[config.mk]
export PLATFORM = sky130hd
export DESIGN_NAME = txdma_tier_arb
export DESIGN_NICKNAME = d
export VERILOG_FILES = /design/src/rtl/txarb_pkg.sv /design/src/rtl/txarb_prio_reg.sv /design/src/rtl/txarb_rr_pick.sv /design/src/rtl/txdma_tier_arb.sv
export SDC_FILE = /design/constraint.sdc
export NUM_CORES = 1
export LEC_CHECK = 0
export BUFFER_PORTS_ARGS = -buffer_cell sky130_fd_sc_hd__buf_2
export CAP_MARGIN = 15
export CORE_ASPECT_RATIO = 0.6
export CORE_UTILIZATION = 55
export CTS_CLUSTER_DIAMETER = 100
export DETAILED_ROUTE_END_ITERATION = 10
export PLACE_DENSITY = 0.85
export SETUP_SLACK_MARGIN = 0.2
export SLEW_MARGIN = 10
export SYNTH_ARGS = -nofsm -noshare
export SYNTH_HDL_FRONTEND = slang
export SYNTH_SLANG_ARGS = --single-unit
export TNS_END_PERCENT = 100
[constraint.sdc]
create_clock -name clk -period 7.8 [get_ports clk]
set_input_delay 1.95 -clock clk [delete_from_list [all_inputs] [get_ports clk]]
set_output_delay 1.95 -clock clk [all_outputs]
set_load 0.02 [all_outputs]
[src/rtl/txarb_pkg.sv]
package txarb_pkg;
  localparam int TIER_LOW  = 0;
  localparam int TIER_HIGH = 1;

  // Index that follows idx in a ring of n entries.
  function automatic int ring_next(input int idx, input int n);
    return (idx + 1 >= n) ? 0 : idx + 1;
  endfunction

  // Offset position k places past base, wrapped into a ring of n.
  function automatic int ring_add(input int base, input int k, input int n);
    int s;
    s = base + k;
    if (s >= n) s = s - n;
    return s;
  endfunction
endpackage

[src/rtl/txarb_prio_reg.sv]
module txarb_prio_reg #(
  parameter int NUM_REQ = 6,
  parameter int REG_W   = 32
) (
  input  logic               clk,
  input  logic               rst_n,
  input  logic               wr_en,
  input  logic [REG_W-1:0]   wr_data,
  output logic [NUM_REQ-1:0] prio,
  output logic [REG_W-1:0]   rd_data
);
  localparam int PAD_W = REG_W - NUM_REQ;

  logic unused_hi_bits;
  assign unused_hi_bits = ^wr_data[REG_W-1:NUM_REQ];

  always_ff @(posedge clk or negedge rst_n) begin
    if (!rst_n)     prio <= '0;
    else if (wr_en) prio <= wr_data[NUM_REQ-1:0];
  end

  assign rd_data = {{PAD_W{1'b0}}, prio};
endmodule

[src/rtl/txarb_rr_pick.sv]
module txarb_rr_pick
  import txarb_pkg::*;
#(
  parameter int NUM_REQ = 6,
  parameter int IDX_W   = 3
) (
  input  logic [NUM_REQ-1:0] mask,
  input  logic [IDX_W-1:0]   start,
  output logic               found,
  output logic [IDX_W-1:0]   idx
);
  logic [IDX_W-1:0] cand;

  // Scan from the far end so that the nearest hit to start is written last.
  always_comb begin
    found = 1'b0;
    idx   = '0;
    cand  = '0;
    for (int k = NUM_REQ - 1; k >= 0; k--) begin
      cand = IDX_W'(ring_add(int'(start), k, NUM_REQ));
      if (mask[cand]) begin
        found = 1'b1;
        idx   = cand;
      end
    end
  end
endmodule

[src/rtl/txdma_tier_arb.sv]
module txdma_tier_arb
  import txarb_pkg::*;
#(
  parameter int NUM_REQ = 6,
  parameter int REG_W   = 32
) (
  input  logic               clk,
  input  logic               rst_n,
  input  logic               cfg_wr_en,
  input  logic [REG_W-1:0]   cfg_wr_data,
  output logic [REG_W-1:0]   cfg_rd_data,
  input  logic [NUM_REQ-1:0] req_pending,
  input  logic [NUM_REQ-1:0] fifo_room,
  input  logic               pkt_done,
  output logic [NUM_REQ-1:0] grant,
  output logic               grant_valid
);
  localparam int IDX_W  = (NUM_REQ > 1) ? $clog2(NUM_REQ) : 1;
  localparam int TIERS  = 2;

  logic [NUM_REQ-1:0] prio_q;
  logic [NUM_REQ-1:0] elig_w;
  logic [NUM_REQ-1:0] tier_mask [TIERS];
  logic [IDX_W-1:0]   ptr_q     [TIERS];
  logic [IDX_W-1:0]   pick_idx  [TIERS];
  logic               pick_hit  [TIERS];

  logic               busy_q;
  logic [IDX_W-1:0]   owner_q;
  logic               owner_tier_q;

  logic               dec_fire;
  logic               rel_fire;
  logic               win_tier;
  logic [IDX_W-1:0]   win_idx;

  txarb_prio_reg #(.NUM_REQ(NUM_REQ), .REG_W(REG_W)) u_prio (
    .clk     (clk),
    .rst_n   (rst_n),
    .wr_en   (cfg_wr_en),
    .wr_data (cfg_wr_data),
    .prio    (prio_q),
    .rd_data (cfg_rd_data)
  );

  assign elig_w               = req_pending & fifo_room;
  assign tier_mask[TIER_HIGH] = elig_w & prio_q;
  assign tier_mask[TIER_LOW]  = elig_w & ~prio_q;

  for (genvar t = 0; t < TIERS; t++) begin : g_tier
    txarb_rr_pick #(.NUM_REQ(NUM_REQ), .IDX_W(IDX_W)) u_pick (
      .mask  (tier_mask[t]),
      .start (ptr_q[t]),
      .found (pick_hit[t]),
      .idx   (pick_idx[t])
    );
  end

  // High tier wins whenever it has any eligible member.
  assign win_tier = pick_hit[TIER_HIGH];
  assign win_idx  = win_tier ? pick_idx[TIER_HIGH] : pick_idx[TIER_LOW];
  assign dec_fire = !busy_q && (pick_hit[TIER_HIGH] || pick_hit[TIER_LOW]);
  assign rel_fire = busy_q && pkt_done;

  always_ff @(posedge clk or negedge rst_n) begin
    if (!rst_n) begin
      busy_q       <= 1'b0;
      owner_q      <= '0;
      owner_tier_q <= 1'b0;
      for (int t = 0; t < TIERS; t++) ptr_q[t] <= '0;
    end else if (dec_fire) begin
      busy_q       <= 1'b1;
      owner_q      <= win_idx;
      owner_tier_q <= win_tier;
    end else if (rel_fire) begin
      busy_q                <= 1'b0;
      ptr_q[owner_tier_q]   <= IDX_W'(ring_next(int'(owner_q), NUM_REQ));
    end
  end

  assign grant       = busy_q ? ({{(NUM_REQ-1){1'b0}}, 1'b1} << owner_q) : '0;
  assign grant_valid = busy_q;
endmodule

* Yosys cells after proc, flatten, opt, wreduce, memory -nomap -nowiden
Index checks and enable logic that the tools add are counted.
Storage, ports and cells: flip-flop bits (word level) 17, input bits 48, output and inout port bits 39, word-level logic and storage cells 138
Cells by class: add/subtract/negate cells 23, $lt $le $gt $ge 27, shift-type cells 1, muxes and demuxes 68, bitwise logic cells 6, reductions and logical operators 7
Operators by type and width (count):
- $mux 3 | 27
- $lt 3x4->1 const B | 12
- $ge 4x3->1 const B | 11
- $bmux 1 s3 | 12
- $sub 3x2->3 const B | 10
- $mux 1 | 26
- $and 6x6->6 | 3
- $add 3x2->4 const B | 4
- $add 3x3->4 const B | 4
- $add 3x1->4 const B | 3
- $bwmux 6 | 1
- $ge 3x3->1 const B | 2
- $mux 6 | 1
- $not 6->6 | 1
- $shl 1x3->6 const A | 1
- $sub 3x3->3 const B | 2
- $demux 3 s1 | 1
- $logic_and 1x1->1 | 3
- $ge 2x2->1 const B | 1
- $lt 2x1->1 const B | 1
- $not 1->2 | 1
- $reduce_and 2->1 | 1
- $reduce_bool 2->1 | 1
- $logic_not 1->1 | 1
- 2 further kinds | 2

* Logic depth before layout (Yosys ltp)
Gate-level depths: netlist of run 1.
depth after elaboration 15, depth in mapped cells 14, mapped depth without buffers 11

* By module
Synthesis of run 1 repeated with hierarchy kept, for this count alone.
Unflattened totals: cells, all modules 338, area, all modules 2807.7 µm²
By module, submodules not included:
- txarb_rr_pick | times used 2, cells an instance 107, area each 812.0 µm²
- txdma_tier_arb | times used 1, cells an instance 78, area each 688.2 µm²
- txarb_prio_reg | times used 1, cells an instance 46, area each 495.5 µm²

* Worst setup path before layout of run 1
No wires, ideal clock.
kind input -> register, start in req_pending[5], end reg owner_q[2], library setup time 134 ps, arrival time 3655 ps, data required time 7666 ps, slack 4012 ps, stages on the path 9, path buffers 1, cell sequence nand3_1 > mux4_2 > o22ai_1 > nor3_2 > and4_4 > buf_6 > nor4_1 > a21bo_1 > o22ai_2
On the way: cells in the longest elaborated chain, start to end 12, elaborated cells between the ends (all ways) 54, those cells by class 49 x mux; 3 x bitwise; 2 x reduce/logical
RTL lines:
- start, declared | RTL line txdma_tier_arb.sv:12 | input logic [NUM_REQ-1:0] req_pending,
- $and 6x6->6 (*) | RTL line txdma_tier_arb.sv:46 | assign elig_w = req_pending & fifo_room;
- $and 6x6->6, on equally long branches | RTL line txdma_tier_arb.sv:47, txdma_tier_arb.sv:48
- $bmux 1 s3 | RTL line txarb_rr_pick.sv:21 | if (mask[cand]) begin
- $mux 1 (implied by the code) | RTL line txarb_rr_pick.sv:21
- $mux 1 (6 in series) | RTL line txarb_rr_pick.sv:21
- $logic_or 1x1->1 | RTL line txdma_tier_arb.sv:62 | assign dec_fire = !busy_q && (pick_hit[TIER_HIGH] || pick_hit[TIER_LOW]);
- $logic_and 1x1->1 | RTL line txdma_tier_arb.sv:62
- end signal, assigned | RTL line txdma_tier_arb.sv:73 | owner_q <= win_idx;
- end, declared | RTL line txdma_tier_arb.sv:29 | logic [IDX_W-1:0] owner_q;
Every way passes the cells marked *; elsewhere a longest branch is shown, timed or not. The select of a mux whose other input is x is not followed. A chain may end at the register's enable or synchronous reset.

* Worst setup path after layout of run 1
start in req_pending[2], end reg owner_q[2]
The elaborated chain is that of the path after synthesis.

==> results of run 1 <==
==> metrics by stage <==
stage	hold slack [ns]	std cells	cell area (um2)	setup slack, ns
5_1_grt	0.586	441	2980	3.58
4_1_cts	0.555	441	2980	3.77
2_1_floorplan	0.509	379	2950	4.01
6_report	0.556	441	2980	3.69
3_5_place_dp	0.539	437	2930	3.50
3_3_place_gp	0.530	437	2930	3.64
==> critical path: stages <==
cell and delay, ns:
buf_2 0.11, nand4b_1 0.13, o21a_1 0.20, o21ai_1 0.18, nor3b_1 0.49, nand4_1 0.22, nor4_2 0.53, a21oi_4 0.16
a21bo_1 0.22, o22ai_2 0.05
==> registers in the layout, summed over array words and instances (netlist names) <==
name          flops
u_prio.prio       6
ptr_q             6
owner_tier_q      1
grant_valid       1
owner_q           3
==> metal layers <==
metal | part of all wire [%] | global-route usage [%] | vias up
li1 | - | - | 1320
met1 | 49 | 42.3 | 1325
met2 | 40 | 35.4 | 170
met3 | 11 | 6.82 | 7
met4 | 0.50 | 2.60 | 0
met5 | 0 | 0 | -
==> where the power goes <==
group | switching, mW | total (mW) | internal [mW]
Sequential | 0.0666 | 0.184 | 0.118
Clock | 0.0332 | 0.0687 | 0.0355
Combinational | 0.636 | 1.06 | 0.422
==> worst max-delay path by stage <==
stage / startpoint / end / slack (ns) / depth (start not counted)
2_1_floorplan: req_pending[5] / owner_q[2] / 4.01 / 9
3_3_place_gp: req_pending[4] / owner_q[2] / 3.64 / 10
3_5_place_dp: req_pending[4] / owner_q[2] / 3.50 / 10
4_1_cts: req_pending[4] / owner_q[2] / 3.77 / 10
5_1_grt: fifo_room[2] / owner_q[2] / 3.58 / 10
6_report: req_pending[2] / owner_q[2] / 3.69 / 10
==> placed cells by master, fill, tap and decap left out, types with 4 or more instances in the layout <==
| cell | netlist | routed |
|---|---|---|
| o211ai_1 | 4 | 4 |
| mux2_2 | 9 | 9 |
| ha_1 | 21 | 21 |
| o32ai_1 | 4 | 4 |
| xnor2_1 | 6 | 6 |
| mux2i_1 | 16 | 16 |
| a31oi_1 | 4 | 4 |
| o21ai_1 | 4 | 4 |
| nor4_1 | 5 | 5 |
| o22ai_1 | 5 | 5 |
| and3_1 | 8 | 8 |
| buf_2 | 5 | 34 |
| nand3b_1 | 11 | 11 |
| nand4b_1 | 6 | 6 |
| o31ai_1 | 5 | 5 |
| inv_2 | 4 | 4 |
| dfrtp_1 | 17 | 17 |
| xor2_1 | 4 | 4 |
| a21oi_1 | 25 | 25 |
| nand2b_1 | 8 | 8 |
| and2_1 | 7 | 7 |
| nand2_1 | 16 | 16 |
| a21o_1 | 6 | 6 |
| nand3_1 | 7 | 7 |
| o21ai_0 | 16 | 16 |
| inv_1 | 10 | 10 |
| conb_1 | 1 | 26 |
| nor2_1 | 19 | 19 |
| nor3_1 | 10 | 10 |
==> final cells by class <==
type	count	area (um2)	share of cell area [%]
clock inverters	1	5.00	0.168
clock buffers	3	41.3	1.39
flip-flops and latches	17	425	14.3
well taps	63	78.8	2.65
inverters	14	52.6	1.76
multi-input cells	308	2200	73.8
repair buffers	35	178	5.97
==> cells by family (layout without fill, tap and decap cells) <==
family | after synthesis | in the layout | synth area share (%)
other | 1 | 26 | 0.131
xor gates and xnor gates | 11 | 11 | 4.03
buffers and inverters | 54 | 53 | 11.5
adders and majority gates | 21 | 21 | 9.19
muxes | 27 | 27 | 10.7
and+or+nand+nor | 126 | 126 | 26.8
AOI/OAI and AO/OA | 97 | 97 | 22.7
DFF | 17 | 17 | 14.9
==> impl_metrics.toml, run 1 <==
[run_status]
outcome = "completed"

[critical_path]
crit_fanout = 8
cp-end-kind = "flip-flop"
rr_worst_depth = 12
crit_required_ns = 7.93
reg2reg_from = "ptr_q[0]"
crit_path_start_kind = "input port"
worstPathArrival_ns = 4.24
r2r_setup_slack_ns = 4.01
timing.rr.end = "owner_q[2]"
critical_path_class = "input port to flip-flop"

[final_layout]
final_layout_size_suffix_gt1_share_pct = 18.3
final_util_pct = 62.3
nets = 448
nFillCells = 435
syn2layout_area_growth_pct = 4.20
antennaDiodeCount = 0

[power_and_ir_drop]
irDropWorstVdd_v = 0.000166
power_leakage_nw = 1.32
power_density_mw_per_mm2 = 440
finalPower_mw = 1.31

[clock_tree]
ctsRootBufferMaster = "clkbuf_8"
cts_setup_buffers = 0
cts_buffer_depth = 2
htree_levels = 1
path_clk_slew_ns = 0.07
cts_buffers = 3
clkLatencyLatePin_ns = 0.26
numClockSinks = 17
postCtsHoldBufs = 0
cts_resized = 0
cts_tree = "built"

[flow_run]
cap_violations = 0

[sta]
finalSetupViolCount = 0
finalSetupTns_ns = 0
rsz0062_at_grt = "no"
skew_ns = 0.00202
slew_viol_final = 0
max_slew.worst_pin.slew_ns = 0.657
slew_headroom_pct = 56.2
finalHoldViolations = 0
min_period_over_period_pct = 52.7
fmax_mhz = 243
period_minus_slack_ns = 4.11

[yosys]
yosysTopAreaCell = "dfrtp_1"
yosys-top-cells-count = "buf_4, a21oi_1, ha_1"
async_flop_share_pct = 100
yosysSeqAreaShare_pct = 14.9
synth_area_leaders = "dfrtp_1, ha_1, buf_4"
synth.top_cell.area_share_pct = 14.9
yosys_warnings = 0
yosysMostFrequentCell = "buf_4"
synth_seq_cells = 17
synth_cell_type_count = 67
syn_area_per_cell_um2 = 8.07
synthCells = 354
netlist_area_mm2 = 0.00286
ys.flop_type = "dfrtp_1"
synth_edf_count = 0

[placement]
port_buffers = 34
gp_congestion = 0.915
dp_hpwl_um = 5670

[routing]
vias_per_cell = 6.40
vias = 2822
first_iter_violations = 243
firstDrtPassIters = 5
route.detailed.drc = 0
wirelength_um = 7190
ant_nets = 0
detail_route.wl_per_cell_um = 16.3

[floorplanning]
die_w_um = 95.1
core_mm2 = 0.00478
start_util_pct = 59.8
ioPinCount = 87
die_area_mm2 = 0.00550
die_y_um = 57.8
fp-row-count = 19

[min_path]
hold_class = "flip-flop to flip-flop"
min_path_cells = 1
min_from = "u_prio.prio[4]"
hold_path_end = "u_prio.prio[4]"

[global_routing]
track_usage_pct = 26.3
antenna_found_initial = 0
grt_pass1_wl_um = 11200
grt_overflow = 0
grt_pass1_vias = 2300
grt_max_degree = 20
Power figures use the tool's default switching activity.
==> run 2: changes to the inputs <==
--- a/config.mk
+++ b/config.mk
@@ -5,13 +5,14 @@
 export SDC_FILE = /design/constraint.sdc
 export NUM_CORES = 1
 export LEC_CHECK = 0
+export ABC_AREA = 1
 export BUFFER_PORTS_ARGS = -buffer_cell sky130_fd_sc_hd__buf_2
 export CAP_MARGIN = 15
 export CORE_ASPECT_RATIO = 0.6
-export CORE_UTILIZATION = 55
+export CORE_UTILIZATION = 52
 export CTS_CLUSTER_DIAMETER = 100
 export DETAILED_ROUTE_END_ITERATION = 10
-export PLACE_DENSITY = 0.85
+export PLACE_DENSITY = 0.82
 export SETUP_SLACK_MARGIN = 0.2
 export SLEW_MARGIN = 10
 export SYNTH_ARGS = -nofsm -noshare
==> constraint.sdc (replaced) <==
create_clock -name clk -period 4.3 [get_ports clk]
set_input_delay 1.075 -clock clk [delete_from_list [all_inputs] [get_ports clk]]
set_output_delay 1.075 -clock clk [all_outputs]
set_load 0.02 [all_outputs]
==> run 2 against run 1 <==
  * Register-to-register slack got worse by 2.6 ns
  * Sequential share of layout area rose by 1.3 points
  * Combinational power rose by 110%
==> impl_metrics.toml, run 2 <==
[run_status]
outcome = "completed"

[yosys]
synth.top_cell.area_share_pct = 20.5
syn_area_per_cell_um2 = 5.96
async_flop_share_pct = 100
yosysSeqAreaShare_pct = 16.6
ys.flop_type = "dfrtp_1"
synthCells = 430
yosys-top-cells-count = "nand2_1, inv_1, nand3_1"
yosysMostFrequentCell = "nand2_1"
synth_cell_type_count = 36
synth_seq_cells = 17
yosys_warnings = 0
synth_area_leaders = "nand2_1, dfrtp_1, ha_1"
netlist_area_mm2 = 0.00256
synth_edf_count = 0
yosysTopAreaCell = "nand2_1"

[critical_path]
worstPathArrival_ns = 3.04
crit_slowest_cell = "dfrtp_1"
path_common_cell = "inv_2"
crit_chain = "inv_2, ha_1, inv_1, nor2_1, o21ai_1, nor2_1, nand2_1, nand2_2, nor2_4, inv_2, nor2_4, nand2_2, nand3_1, inv_2, nand2_1, nand3_1"
rr_worst_depth = 16
cpPeakStageDelay_ns = 0.69
crit_path_start_kind = "flip-flop"
crit_fanout = 14
timing.rr.end = "owner_q[2]"
reg2reg_from = "ptr_q[0]"
crit_required_ns = 4.44
critical_path_class = "flip-flop to flip-flop"
cp-end-kind = "flip-flop"
r2r_setup_slack_ns = 1.40

[routing]
firstDrtPassIters = 6
vias = 2716
ant_nets = 0
wirelength_um = 5970
route.detailed.drc = 0
vias_per_cell = 5.17
first_iter_violations = 249
detail_route.wl_per_cell_um = 11.4

[global_routing]
antenna_found_initial = 0
grt_pass1_vias = 2223
track_usage_pct = 24.0
grt_overflow = 0
grt_pass1_wl_um = 10200
grt_max_degree = 18

[flow_run]
cap_violations = 0

[final_layout]
reg_top3 = "ptr_q (6), u_prio.prio (6), owner_q (3)"
antennaDiodeCount = 0
syn2layout_area_growth_pct = 6.39
final_layout_size_suffix_gt1_share_pct = 14.7
final_common_cell = "nand2_1"
final_cell_mix = "nand2_1, inv_1, nand3_1"
nets = 532

[placement]
place_ws_ns = 1.47
dp_hpwl_um = 4850
port_buffers = 34
gp_congestion = 0.931

[floorplanning]
die_area_mm2 = 0.00522
die_w_um = 92.6
fp-row-count = 19
start_util_pct = 55.0
core_mm2 = 0.00466
die_y_um = 56.4
ioPinCount = 87

[sta]
rsz0062_at_grt = "no"
slew_viol_final = 0
finalHoldViolations = 0
finalSetupViolCount = 0
finalSetupTns_ns = 0
min_period_over_period_pct = 67.5
max_slew.worst_pin.slew_ns = 0.545
worst_slack_ns = 1.40
slew_headroom_pct = 63.7
skew_ns = 0.00471
fmax_mhz = 344
period_minus_slack_ns = 2.90

[clock_tree]
path_clk_slew_ns = 0.07
cts_buffers = 3
clkLatencyLatePin_ns = 0.26
postCtsHoldBufs = 0
ctsRootBufferMaster = "clkbuf_8"
cts_buffer_depth = 2
htree_levels = 1
cts_tree = "built"
cts_resized = 0
numClockSinks = 17
cts_setup_buffers = 0

[power_and_ir_drop]
power_density_mw_per_mm2 = 966
irDropWorstVdd_v = 0.000334
power_leakage_nw = 1.55

[min_path]
hold_path_end = "owner_tier_q"
min_path_cells = 2
hold_class = "flip-flop to flip-flop"
min_from = "owner_tier_q"
## run 2: changes by cell type after synthesis, moves of 7 or more
cell / delta
and3_1: -7
mux2i_1: -16
nand2_2: +8
nand3b_1: -9
a21oi_1: -14
nand2_1: +124
inv_1: +39
mux2_2: -8
nand2b_1: -8
nand3_1: +29
o21ai_0: +19
## run 2: kinds of logic (layout without fill, tap and decap cells)
logic type / count (synthesis) / after routing / synth area share [%]
AND/OR/NAND/NOR: 231 / 231 / 39.5
buffers and inverters: 90 / 97 / 17.5
AO/OA/AOI/OAI: 63 / 63 / 13.2
adder cells (fa/ha/maj): 21 / 21 / 10.2
flip-flops: 17 / 17 / 16.6
XOR/XNOR: 6 / 6 / 2.34
other: 1 / 26 / 0.146
multiplexers: 1 / 1 / 0.439
## run 2: area by class of cell
type	instances	area (um2)
Clock inverter	1	7.51
Fill cell	453	1930
Multi-Input combinational cell	348	1780
Sequential cell	17	425
Clock buffer	3	41.3
Timing Repair Buffer	34	170
Inverter	59	221
Tap cell	63	78.8
## run 2: how the worst max path moves through the flow
stage	start	slack [ns]	depth (start not counted)	end
finish	ptr_q[0]	1.40	16	owner_q[2]
global route	ptr_q[0]	1.06	18	owner_q[2]
CTS	ptr_q[0]	1.44	18	owner_q[2]
detailed placement	ptr_q[0]	1.47	18	owner_q[2]
global placement	req_pending[5]	1.52	15	owner_q[2]
floorplan	req_pending[4]	1.91	14	owner_q[2]
## run 2: routing by layer
metal | up-vias | routed length (um) | GRT usage, %
li1 | 1383 | - | -
met1 | 1187 | 3040 | 38.5
met2 | 144 | 2270 | 33.4
met3 | 2 | 655 | 5.42
met4 | 0 | 8 | 1.32
met5 | - | 0 | 0
## run 2: where the power goes
| part | total, mW | switching [mW] | leakage [nW] | internal (mW) |
|---|---|---|---|---|
| clock | 0.124 | 0.0589 | 0.0217 | 0.0652 |
| combinational | 2.19 | 1.45 | 1.32 | 0.737 |
| sequential | 0.323 | 0.110 | 0.209 | 0.213 |
## run 2: metrics by stage
step / util (%) / power [mW] / std cells / area [um2] / hold slack, ns
2_1_floorplan: - / 2.08 / 455 / 2660 / 0.487
3_3_place_gp: 57.5 / 2.40 / 521 / 2680 / 0.530
3_5_place_dp: 57.5 / 2.45 / 521 / 2680 / 0.536
4_1_cts: 58.5 / 2.59 / 525 / 2730 / 0.557
5_1_grt: 58.5 / 2.99 / 525 / 2730 / 0.576
6_report: 58.5 / 2.64 / 525 / 2730 / 0.551
## run 2: worst max-delay path, delay by kind of cell (launching register included)
kind | cells | cell delay (ns)
buffers and inverters | 4 | 0.48
adder cells (fa/ha/maj) | 1 | 0.47
flip-flops | 1 | 0.69
AO/OA/AOI/OAI | 1 | 0.21
AND/OR/NAND/NOR | 10 | 0.93
==> run 3: changes to the inputs <==
--- a/config.mk
+++ b/config.mk
@@ -5,11 +5,11 @@
 export SDC_FILE = /design/constraint.sdc
 export NUM_CORES = 1
 export LEC_CHECK = 0
-export ABC_AREA = 1
+export ABC_AREA = 0
 export BUFFER_PORTS_ARGS = -buffer_cell sky130_fd_sc_hd__buf_2
 export CAP_MARGIN = 15
 export CORE_ASPECT_RATIO = 0.6
-export CORE_UTILIZATION = 52
+export CORE_UTILIZATION = 53
 export CTS_CLUSTER_DIAMETER = 100
 export DETAILED_ROUTE_END_ITERATION = 10
 export PLACE_DENSITY = 0.82
==> constraint.sdc (replaced) <==
create_clock -name clk -period 3 [get_ports clk]
set_input_delay 0.75 -clock clk [delete_from_list [all_inputs] [get_ports clk]]
set_output_delay 0.75 -clock clk [all_outputs]
set_load 0.02 [all_outputs]
==> run 3 against run 2 <==
  * Critical path depth shrank 5
  * Total power grew 79%
  * Worst setup slack lost 1.2 ns
  * Critical endpoint unchanged
  * Via count grew 16%
  * Clock-buffer cell count is the same
  * First-iteration DRC count grew 32%
  * Largest cell class unchanged
  * Clock skew grew 0.0041 ns
  * Global-route usage grew 4.0 points
  * Maximum frequency grew 3.3%
  * Combinational power grew 86%
==> impl_metrics.toml, run 3 (synthesis results as in run 1) <==
[critical_path]
crit_required_ns = 3.14
crit_slowest_cell = "dfrtp_2"
worstPathArrival_ns = 2.95
cp-end-kind = "flip-flop"
crit_fanout = 8
cpPeakStageDelay_ns = 0.46
critPathBufInv = 3
crit_chain = "inv_2, buf_4, mux2i_1, mux2i_1, o32ai_1, buf_4, nor3_1, nand4b_1, a21oi_1, nor4_4, o22ai_2"
crit_family = "compound AO/OA/AOI/OAI gates"
critical_path_class = "flip-flop to flip-flop"
crit_path_start_kind = "flip-flop"

[clock_tree]
numClockSinks = 17
path_clk_slew_ns = 0.08
ctsRootBufferMaster = "clkbuf_8"
postCtsHoldBufs = 0
cts_buffers = 3
htree_levels = 1
cts_tree = "built"
clkLatencyLatePin_ns = 0.27
cts_buffer_depth = 2

[global_routing]
grt_pass1_wl_um = 12900
grt_max_degree = 18
grtUsageMet1_pct = 42.5
gr-max-usage-layer = "met2"
met2_usage_pct = 43.3
antenna_found_initial = 0
track_usage_pct = 28.0
grt_pass1_vias = 2631
use_met3_pct = 4.75
grt_overflow = 0

[final_layout]
antennaDiodeCount = 0
nets = 497
syn2layout_area_growth_pct = 32.7
instances_no_fill = 493
final_common_cell = "buf_4"
multi_input_area_mm2 = 0.00258
reg_top3 = "ptr_q (6), u_prio.prio (6), owner_q (3)"
final_cell_mix = "buf_4, buf_2, conb_1"
final_util_pct = 73.9
final_layout_size_suffix_gt1_share_pct = 40.0
nFillCells = 354
layout.area.seq_um2 = 432

[routing]
detail_route.wl_per_cell_um = 18.1
ant_nets = 0
vias = 3142
first_iter_violations = 329
wirelength_um = 8940
route.detailed.drc = 0
vias_per_cell = 6.37
firstDrtPassIters = 5

[power_and_ir_drop]
clkPwrFrac_pct = 3.9
seqPwrFrac_pct = 9.5
p_sw_mw = 2.40
power_density_mw_per_mm2 = 1240
intPower_mw = 2.32
power_leakage_nw = 1.62
irDropWorstVdd_v = 0.000587
swShare_pct = 50.9
finalPower_mw = 4.72
comb_power_share_pct = 86.5

[flow_run]
cap_violations = 0

[floorplanning]
die_y_um = 58.9
ioPinCount = 87
core_mm2 = 0.00513
fp-row-count = 20
die_w_um = 96.8
die_area_mm2 = 0.00570
start_util_pct = 55.7

[sta]
finalHoldViolations = 0
fmax_mhz = 356
slew_viol_final = 0
rsz0062_at_grt = "no"
finalSetupTns_ns = 0
max_slew.worst_pin.slew_ns = 0.663
slew_headroom_pct = 55.4
skew_ns = 0.00877
period_minus_slack_ns = 2.81
finalSetupViolCount = 0
min_period_over_period_pct = 93.7
hold_slack_ns = 0.412

[run_status]
outcome = "completed"

[placement]
gp_congestion = 0.974
port_buffers = 34
dp_hpwl_um = 6190
post-place-cells = 469

[min_path]
hold_class = "input port to asynchronous set/reset pin"
run 3: worst reg2reg max path, stage by stage (launching register included):
cell and delay, ns:
dfrtp_2 0.46, inv_2 0.11, buf_4 0.19, mux2i_1 0.39
mux2i_1 0.16, o32ai_1 0.44, buf_4 0.21, nor3_1 0.05
nand4b_1 0.11, a21oi_1 0.12, nor4_4 0.33, o22ai_2 0.11
run 3: routing by layer:
layer	vias up	part of all wire [%]
met1	1489	45
met2	203	43
met5	-	0
li1	1426	-
met4	0	1.5
met3	24	9.9
run 3: worst paths after layout:
check	from	to	slack [ns]	depth (start not counted)
min in group clk	u_prio.prio[4]	u_prio.prio[4]	0.57	1
hold reg to reg	u_prio.prio[4]	u_prio.prio[4]	0.57	1
setup reg to reg	ptr_q[3]	owner_q[2]	0.19	11
max in group asynchronous	rst_n	ptr_q[4]	2.26	1
setup / recovery	ptr_q[3]	owner_q[2]	0.19	11
hold / removal	rst_n	owner_q[0]	0.41	1
run 3: power groups by stage:
stage	Clock, mW	Sequential (mW)	Combinational (mW)
2_1_floorplan	0	0.404	2.38
3_3_place_gp	0	0.421	2.93
3_5_place_dp	0	0.426	3.03
4_1_cts	0.184	0.423	3.34
5_1_grt	0.194	0.465	4.37
6_report	0.185	0.450	4.08
run 3: cell type report:
type / count / area share (%)
clock inverter: 1 / 0.132
sequential: 17 / 11.4
multi-input combinational: 308 / 68.0
timing repair buffer: 84 / 15.7
clock buffer: 3 / 1.09
tap: 66 / 2.18
inverter: 14 / 1.52
run 3: what timing repair did:
item / CTS / global route
setup buffers: 6 / 14
resized for setup: 16 / 69
setup endpoints to repair: 5 / 5
pin swaps: 5 / 29
run 3: metrics by stage:
step | worst slack, ns | area, um2
after CTS | 0.217 | 3360
final | 0.188 | 3790
after floorplan | 0.203 | 2990
after detailed placement | 0.0297 | 3180
after global routing | 0.103 | 3790
after global placement | 0.0808 | 3180
